### src/rtl/crx_pkg.sv
package crx_pkg;

  typedef enum logic [1:0] {
    LOP_AND = 2'd0,
    LOP_OR  = 2'd1,
    LOP_XOR = 2'd2,
    LOP_EQV = 2'd3
  } lcr_op_e;

  function automatic logic lcr_eval(lcr_op_e op, logic a, logic b);
    logic r;
    case (op)
      LOP_AND: r = a & b;
      LOP_OR:  r = a | b;
      LOP_XOR: r = a ^ b;
      default: r = ~(a ^ b);
    endcase
    return r;
  endfunction

endpackage

### src/rtl/crx_store.sv
module crx_store #(
  parameter int NF     = 8,
  parameter int FW     = 4,
  parameter int REC_FX = 0,
  parameter int REC_FP = 1
) (
  input  logic                          clk,
  input  logic                          rst,
  input  logic                          cmp_we,
  input  logic [$clog2(NF)-1:0]         cmp_fld,
  input  logic [FW-1:0]                 cmp_val,
  input  logic                          rec_we,
  input  logic                          rec_unit,
  input  logic [FW-1:0]                 rec_val,
  input  logic                          mtc_we,
  input  logic [NF-1:0]                 mtc_mask,
  input  logic [NF*FW-1:0]              mtc_data,
  input  logic                          lcr_we,
  input  logic [1:0]                    lcr_op,
  input  logic [$clog2(NF*FW)-1:0]      lcr_a,
  input  logic [$clog2(NF*FW)-1:0]      lcr_b,
  input  logic [$clog2(NF*FW)-1:0]      lcr_dst,
  input  logic                          rest_we,
  input  logic [NF*FW-1:0]              rest_val,
  output logic [NF*FW-1:0]              cr_q
);
  import crx_pkg::*;

  localparam int CRW = NF * FW;
  localparam int FIX = $clog2(NF);

  logic [FIX-1:0] rec_fld;
  logic [FW-1:0]  field_nx [NF];
  logic [CRW-1:0] cr_nx;
  logic           lbit;

  assign rec_fld = rec_unit ? FIX'(REC_FP) : FIX'(REC_FX);

  // per-field merge: later stage of the chain wins
  for (genvar f = 0; f < NF; f++) begin : g_fld
    logic hit_mtc, hit_cmp, hit_rec;
    assign hit_mtc = mtc_we && mtc_mask[f];
    assign hit_cmp = cmp_we && (cmp_fld == FIX'(f));
    assign hit_rec = rec_we && (rec_fld == FIX'(f));
    assign field_nx[f] = hit_rec ? rec_val :
                         hit_cmp ? cmp_val :
                         hit_mtc ? mtc_data[f*FW +: FW] :
                                   cr_q[f*FW +: FW];
  end

  assign lbit = lcr_eval(lcr_op_e'(lcr_op), cr_q[lcr_a], cr_q[lcr_b]);

  always_comb begin
    for (int f = 0; f < NF; f++) cr_nx[f*FW +: FW] = field_nx[f];
    if (lcr_we) cr_nx[lcr_dst] = lbit;
  end

  always_ff @(posedge clk) begin
    if (rst)          cr_q <= '0;
    else if (rest_we) cr_q <= rest_val;
    else              cr_q <= cr_nx;
  end


  reset_zero_chk: assert property (@(posedge clk) rst |=> cr_q == '0);


  restore_load_chk: assert property (@(posedge clk) disable iff (rst)
    rest_we |=> cr_q == $past(rest_val));


  cmp_field_chk: assert property (@(posedge clk) disable iff (rst)
    (cmp_we && !rest_we && !rec_we && !lcr_we) |=>
      cr_q[$past(cmp_fld)*FW +: FW] == $past(cmp_val));


  rec_field_chk: assert property (@(posedge clk) disable iff (rst)
    (rec_we && !rest_we && !lcr_we) |=>
      cr_q[($past(rec_unit) ? REC_FP : REC_FX)*FW +: FW] == $past(rec_val));

endmodule

### src/rtl/crx_locks.sv
module crx_locks #(
  parameter int NF = 8
) (
  input  logic                  clk,
  input  logic                  rst,
  input  logic                  rsv_we,
  input  logic [$clog2(NF)-1:0] rsv_fld,
  input  logic                  rel_we,
  input  logic [$clog2(NF)-1:0] rel_fld,
  input  logic                  flush,
  output logic [NF-1:0]         lock_q
);
  localparam int FIX = $clog2(NF);

  logic [NF-1:0] set_vec, clr_vec;

  for (genvar f = 0; f < NF; f++) begin : g_dec
    assign set_vec[f] = rsv_we && (rsv_fld == FIX'(f));
    assign clr_vec[f] = rel_we && (rel_fld == FIX'(f));
  end

  always_ff @(posedge clk) begin
    if (rst || flush) lock_q <= '0;
    else              lock_q <= (lock_q & ~clr_vec) | set_vec;
  end


  flush_clear_chk: assert property (@(posedge clk) disable iff (rst)
    flush |=> lock_q == '0);


  rsv_wins_chk: assert property (@(posedge clk) disable iff (rst)
    (rsv_we && !flush) |=> lock_q[$past(rsv_fld)]);


  rel_clear_chk: assert property (@(posedge clk) disable iff (rst)
    (rel_we && !flush && !(rsv_we && rsv_fld == rel_fld)) |=>
      !lock_q[$past(rel_fld)]);

endmodule

### src/rtl/crx_dispatch.sv
module crx_dispatch #(
  parameter int NF    = 8,
  parameter int NPORT = 3
) (
  input  logic                                clk,
  input  logic                                rst,
  input  logic [NPORT-1:0]                    idx_v,
  input  logic [NPORT-1:0][$clog2(NF)-1:0]    idx,
  input  logic [NF-1:0]                       lock_q,
  output logic                                hold
);
  logic [NPORT-1:0] hit;

  for (genvar p = 0; p < NPORT; p++) begin : g_port
    assign hit[p] = idx_v[p] && lock_q[idx[p]];
  end

  assign hold = |hit;


  no_lock_go_chk: assert property (@(posedge clk) disable iff (rst)
    (lock_q == '0) |-> !hold);


  src0_hold_chk: assert property (@(posedge clk) disable iff (rst)
    (idx_v[0] && lock_q[idx[0]]) |-> hold);

endmodule

### src/rtl/cr_interlock.sv
module cr_interlock #(
  parameter int NF     = 8,
  parameter int FW     = 4,
  parameter int REC_FX = 0,
  parameter int REC_FP = 1
) (
  input  logic                          clk,
  input  logic                          rst,
  input  logic                          cmp_we,
  input  logic [$clog2(NF)-1:0]         cmp_fld,
  input  logic [FW-1:0]                 cmp_val,
  input  logic                          rec_we,
  input  logic                          rec_unit,
  input  logic [FW-1:0]                 rec_val,
  input  logic                          mtc_we,
  input  logic [NF-1:0]                 mtc_mask,
  input  logic [NF*FW-1:0]              mtc_data,
  input  logic                          lcr_we,
  input  logic [1:0]                    lcr_op,
  input  logic [$clog2(NF*FW)-1:0]      lcr_a,
  input  logic [$clog2(NF*FW)-1:0]      lcr_b,
  input  logic [$clog2(NF*FW)-1:0]      lcr_dst,
  input  logic                          irq_restore,
  input  logic [NF*FW-1:0]              irq_snap,
  input  logic                          rsv_we,
  input  logic [$clog2(NF)-1:0]         rsv_fld,
  input  logic                          rel_we,
  input  logic [$clog2(NF)-1:0]         rel_fld,
  input  logic                          chk_s0_v,
  input  logic [$clog2(NF)-1:0]         chk_s0,
  input  logic                          chk_s1_v,
  input  logic [$clog2(NF)-1:0]         chk_s1,
  input  logic                          chk_t_v,
  input  logic [$clog2(NF)-1:0]         chk_t,
  output logic                          chk_hold,
  output logic [NF*FW-1:0]              cr_q,
  output logic [NF-1:0]                 lock_q
);
  localparam int FIX   = $clog2(NF);
  localparam int NPORT = 3;

  logic [NPORT-1:0]           port_v;
  logic [NPORT-1:0][FIX-1:0]  port_idx;

  assign port_v   = {chk_t_v, chk_s1_v, chk_s0_v};
  assign port_idx = {chk_t, chk_s1, chk_s0};

  crx_store #(.NF(NF), .FW(FW), .REC_FX(REC_FX), .REC_FP(REC_FP)) u_store (
    .clk      (clk),
    .rst      (rst),
    .cmp_we   (cmp_we),
    .cmp_fld  (cmp_fld),
    .cmp_val  (cmp_val),
    .rec_we   (rec_we),
    .rec_unit (rec_unit),
    .rec_val  (rec_val),
    .mtc_we   (mtc_we),
    .mtc_mask (mtc_mask),
    .mtc_data (mtc_data),
    .lcr_we   (lcr_we),
    .lcr_op   (lcr_op),
    .lcr_a    (lcr_a),
    .lcr_b    (lcr_b),
    .lcr_dst  (lcr_dst),
    .rest_we  (irq_restore),
    .rest_val (irq_snap),
    .cr_q     (cr_q)
  );

  crx_locks #(.NF(NF)) u_locks (
    .clk     (clk),
    .rst     (rst),
    .rsv_we  (rsv_we),
    .rsv_fld (rsv_fld),
    .rel_we  (rel_we),
    .rel_fld (rel_fld),
    .flush   (irq_restore),
    .lock_q  (lock_q)
  );

  crx_dispatch #(.NF(NF), .NPORT(NPORT)) u_disp (
    .clk    (clk),
    .rst    (rst),
    .idx_v  (port_v),
    .idx    (port_idx),
    .lock_q (lock_q),
    .hold   (chk_hold)
  );

endmodule

### config.mk
export PLATFORM = sky130hd
export DESIGN_NAME = cr_interlock
export DESIGN_NICKNAME = d
export VERILOG_FILES = /design/src/rtl/crx_pkg.sv /design/src/rtl/crx_store.sv /design/src/rtl/crx_locks.sv /design/src/rtl/crx_dispatch.sv /design/src/rtl/cr_interlock.sv
export SDC_FILE = /design/constraint.sdc
export NUM_CORES = 1
export LEC_CHECK = 0
export BUFFER_PORTS_ARGS = -buffer_cell sky130_fd_sc_hd__buf_4
export CAP_MARGIN = 20
export CORE_AREA = 2 2 66 130
export CTS_BUF_LIST = sky130_fd_sc_hd__clkbuf_2 sky130_fd_sc_hd__clkbuf_4 sky130_fd_sc_hd__clkbuf_8
export CTS_CLUSTER_SIZE = 24
export DETAILED_ROUTE_END_ITERATION = 16
export DIE_AREA = 0 0 68 132
export GPL_ROUTABILITY_DRIVEN = 1
export GPL_TIMING_DRIVEN = 0
export HOLD_SLACK_MARGIN = 0.12
export PLACE_DENSITY_LB_ADDON = 0.05
export SYNTH_ARGS = -nofsm -noshare
export SYNTH_HDL_FRONTEND = slang
export SYNTH_SLANG_ARGS = --single-unit
### constraint.sdc
create_clock -name clk -period 7.4 [get_ports clk]
set_input_delay 0.37 -clock clk [delete_from_list [all_inputs] [get_ports clk]]
set_output_delay 0.37 -clock clk [all_outputs]
set_load 0.03 [all_outputs]
==> impl_metrics.py <==
metrics = {
    "status": {
        "status": "completed",
    },
    "cells_and_area": {
        "diodes": 0,
        "fill_cells": 743,
        "drive_gt1_frac": 0.391,
        "final_core_util": 0.658,
        "area_delta_synth_final_pct": 35.6,
        "design_area_um2": 5230,
        "seq_area_um2": 801,
        "fin_nets": 733,
        "multi_input_area_um2": 2760,
    },
    "synth": {
        "synthesis.area_um2": 3850,
        "synth-seq-cells": 40,
        "synth_edf_count": 0,
        "ys.flop_type": "dfxtp_1",
        "ys_seq_area_frac": 0.208,
        "yosysMostFrequentCell": "dfxtp_1",
        "yosys-top-cells-area": "dfxtp_1 (21%), mux4_2 (13%), o32ai_1 (7.3%), a21oi_1 (4.7%), mux2i_1 (4.2%)",
        "ys_types": 57,
        "post-synth-top-area-cell": "dfxtp_1",
        "async_reset_ff_frac": 0,
        "syn_nets": 570,
        "synth_top_area_share": 0.208,
        "synth.avg_cell_area_um2": 8.76,
        "synth_commonest_cells": "dfxtp_1 (40), a21oi_1 (36), o32ai_1 (32)",
        "syn_inst": 440,
        "yosysWarningCount": 0,
    },
    "clock_tree": {
        "cts_resized": 0,
        "htreeDepth": 2,
        "tritoncts": "built",
        "clockBufferDepth": 2,
        "root_buffer": "clkbuf_8",
        "cts.sinks": 40,
        "clk_latency_ps": 310,
        "post_cts_buffers": 0,
        "ctsHoldBuffers": 0,
        "clk_pin_slew_ps": 80,
        "cts_made_buffers": 5,
    },
    "place": {
        "placed_area_um2": 5140,
        "dp_hpwl_um": 12900,
        "place_congestion": 0.976,
        "numPortBuffers": 156,
    },
    "timing": {
        "finalClockSkew_ps": 11.4,
        "final.period_utilization": 0.410,
        "max_freq_ghz": 0.330,
        "period_minus_slack_ps": 3030,
        "rsz0062_at_grt": "false",
        "tns_ps": 0,
        "finalSetupViolCount": 0,
        "finalHoldViolCount": 0,
        "slew_violations": 0,
        "worst_pin_slew_ps": 598,
        "max_slew_margin": 0.602,
    },
    "pwr": {
        "ir_drop_v": 0.0000996,
        "leakagePower_nw": 2.23,
        "pwr_density_cell_nw_per_um2": 132,
        "finalPower_uw": 690,
    },
    "setup_path": {
        "critPathMaxFanout": 10,
        "slowest_stage": "clkbuf_1",
        "crit_required_ps": 7560,
        "startpoint_type": "primary input",
        "max_stage_delay_ps": 440,
        "arrival_ps": 3190,
        "critPathKind": "in -> reg",
        "setup.worst_path.end_class": "register",
        "cp_cell_sequence": "clkbuf_1 -> mux4_2 -> mux2i_1 -> nand3_1 -> and4_1 -> ha_1 -> nor2b_1 -> o32a_1 -> buf_6 -> o32ai_1 -> nor3_1",
    },
    "die": {
        "initial_core_util": 0.485,
        "die_h_um": 132,
        "ioPinCount": 169,
        "fp.dieW_um": 68,
        "dieArea_um2": 8980,
        "rows": 46,
        "coreArea_um2": 7940,
    },
    "routing": {
        "firstDrtPassIters": 5,
        "routedWlPerCell_um": 22.9,
        "wl_um": 16000,
        "viasPerCell": 6.52,
        "vias": 4556,
        "drt_iter0_drc": 220,
        "drc": 0,
        "ant_nets": 0,
    },
    "global_routing": {
        "grt.total_usage": 0.356,
        "grt_start_max_net_pins": 13,
        "overflow": 0,
        "antenna_found_initial": 0,
        "first_global_vias": 4710,
        "grt_pass1_wl_um": 23400,
    },
    "hold_path": {
        "hp-class": "in -> reg",
    },
    "job": {
        "cap_violations": 0,
    },
}
## placed cells by master (no fill, tap or decap), drive strengths merged, types with 3 or more instances in the layout
cell type / n
mux2i: 16
o32ai: 32
and3: 9
o22ai: 4
nor3b: 10
nor2: 10
nor3: 23
buf: 176
nand2: 29
mux4: 22
a21oi: 36
nand4: 5
nor4bb: 3
a22oi: 4
o211a: 6
a211o: 8
a2111oi: 3
o2bb2ai: 8
nand3: 21
clkbuf: 29
a21bo: 12
nand2b: 9
and4b: 3
a211oi: 13
inv: 5
nor2b: 7
mux2: 5
nand3b: 10
o21ai: 15
dfxtp: 40
## state kept, by name, indices dropped and copies added (netlist names)
register and count:
u_store.cr_q 32, u_locks.lock_q 8
## routing by layer
metal	part of all wire	GRT usage
met2	0.56	0.653
met5	0	0
met4	0.070	0.247
met1	0.31	0.340
met3	0.063	0.0436
## layout make-up
class	instances	share of cell area
well taps	96	0.0230
clock inverters	2	0.00239
inverters	5	0.00359
clock buffers	5	0.0132
repair buffers	156	0.224
multi-input cells	349	0.528
plain buffers	46	0.0527
flip-flops and latches	40	0.153
## metrics by stage
| step | instances | setup WS (ps) | hold WS [ps] |
|---|---|---|---|
| after floorplan | 440 | 4640 | 518 |
| after global placement | 692 | 4110 | 518 |
| after detailed placement | 692 | 4050 | 535 |
| after CTS | 699 | 4360 | 327 |
| after global routing | 699 | 4260 | 351 |
| final | 699 | 4370 | 329 |
## report_power, final
group	switching, mW	total (mW)	internal [mW]
registers	0.0185	0.248	0.230
logic	0.152	0.292	0.140
clock network	0.0849	0.149	0.0639
## worst paths after layout
path | endpoint | slack, ps | cells after the start | start
setup / recovery | u_store.cr_q[21] | 4370 | 11 | lcr_a[2]
hold / removal | u_store.cr_q[6] | 330 | 3 | irq_snap[6]
setup reg to reg | u_store.cr_q[21] | 4430 | 10 | u_store.cr_q[25]
hold reg to reg | u_locks.lock_q[5] | 550 | 2 | u_locks.lock_q[5]
## worst max-delay path: cells and delay by family
kind,cells,cell delay (ps)
adders and majority gates,1,200
buffers and inverters,2,620
AOI/OAI and AO/OA,2,740
and+or+nand+nor,4,590
muxes,2,660
## cell families after synthesis
logic type / synth area share
fa+ha+maj: 0.00649
mux: 0.185
xor+xnor: 0.00227
compound gates: 0.290
buf+inv: 0.0763
flops: 0.208
simple gates: 0.233
Power figures use the tool's default switching activity.
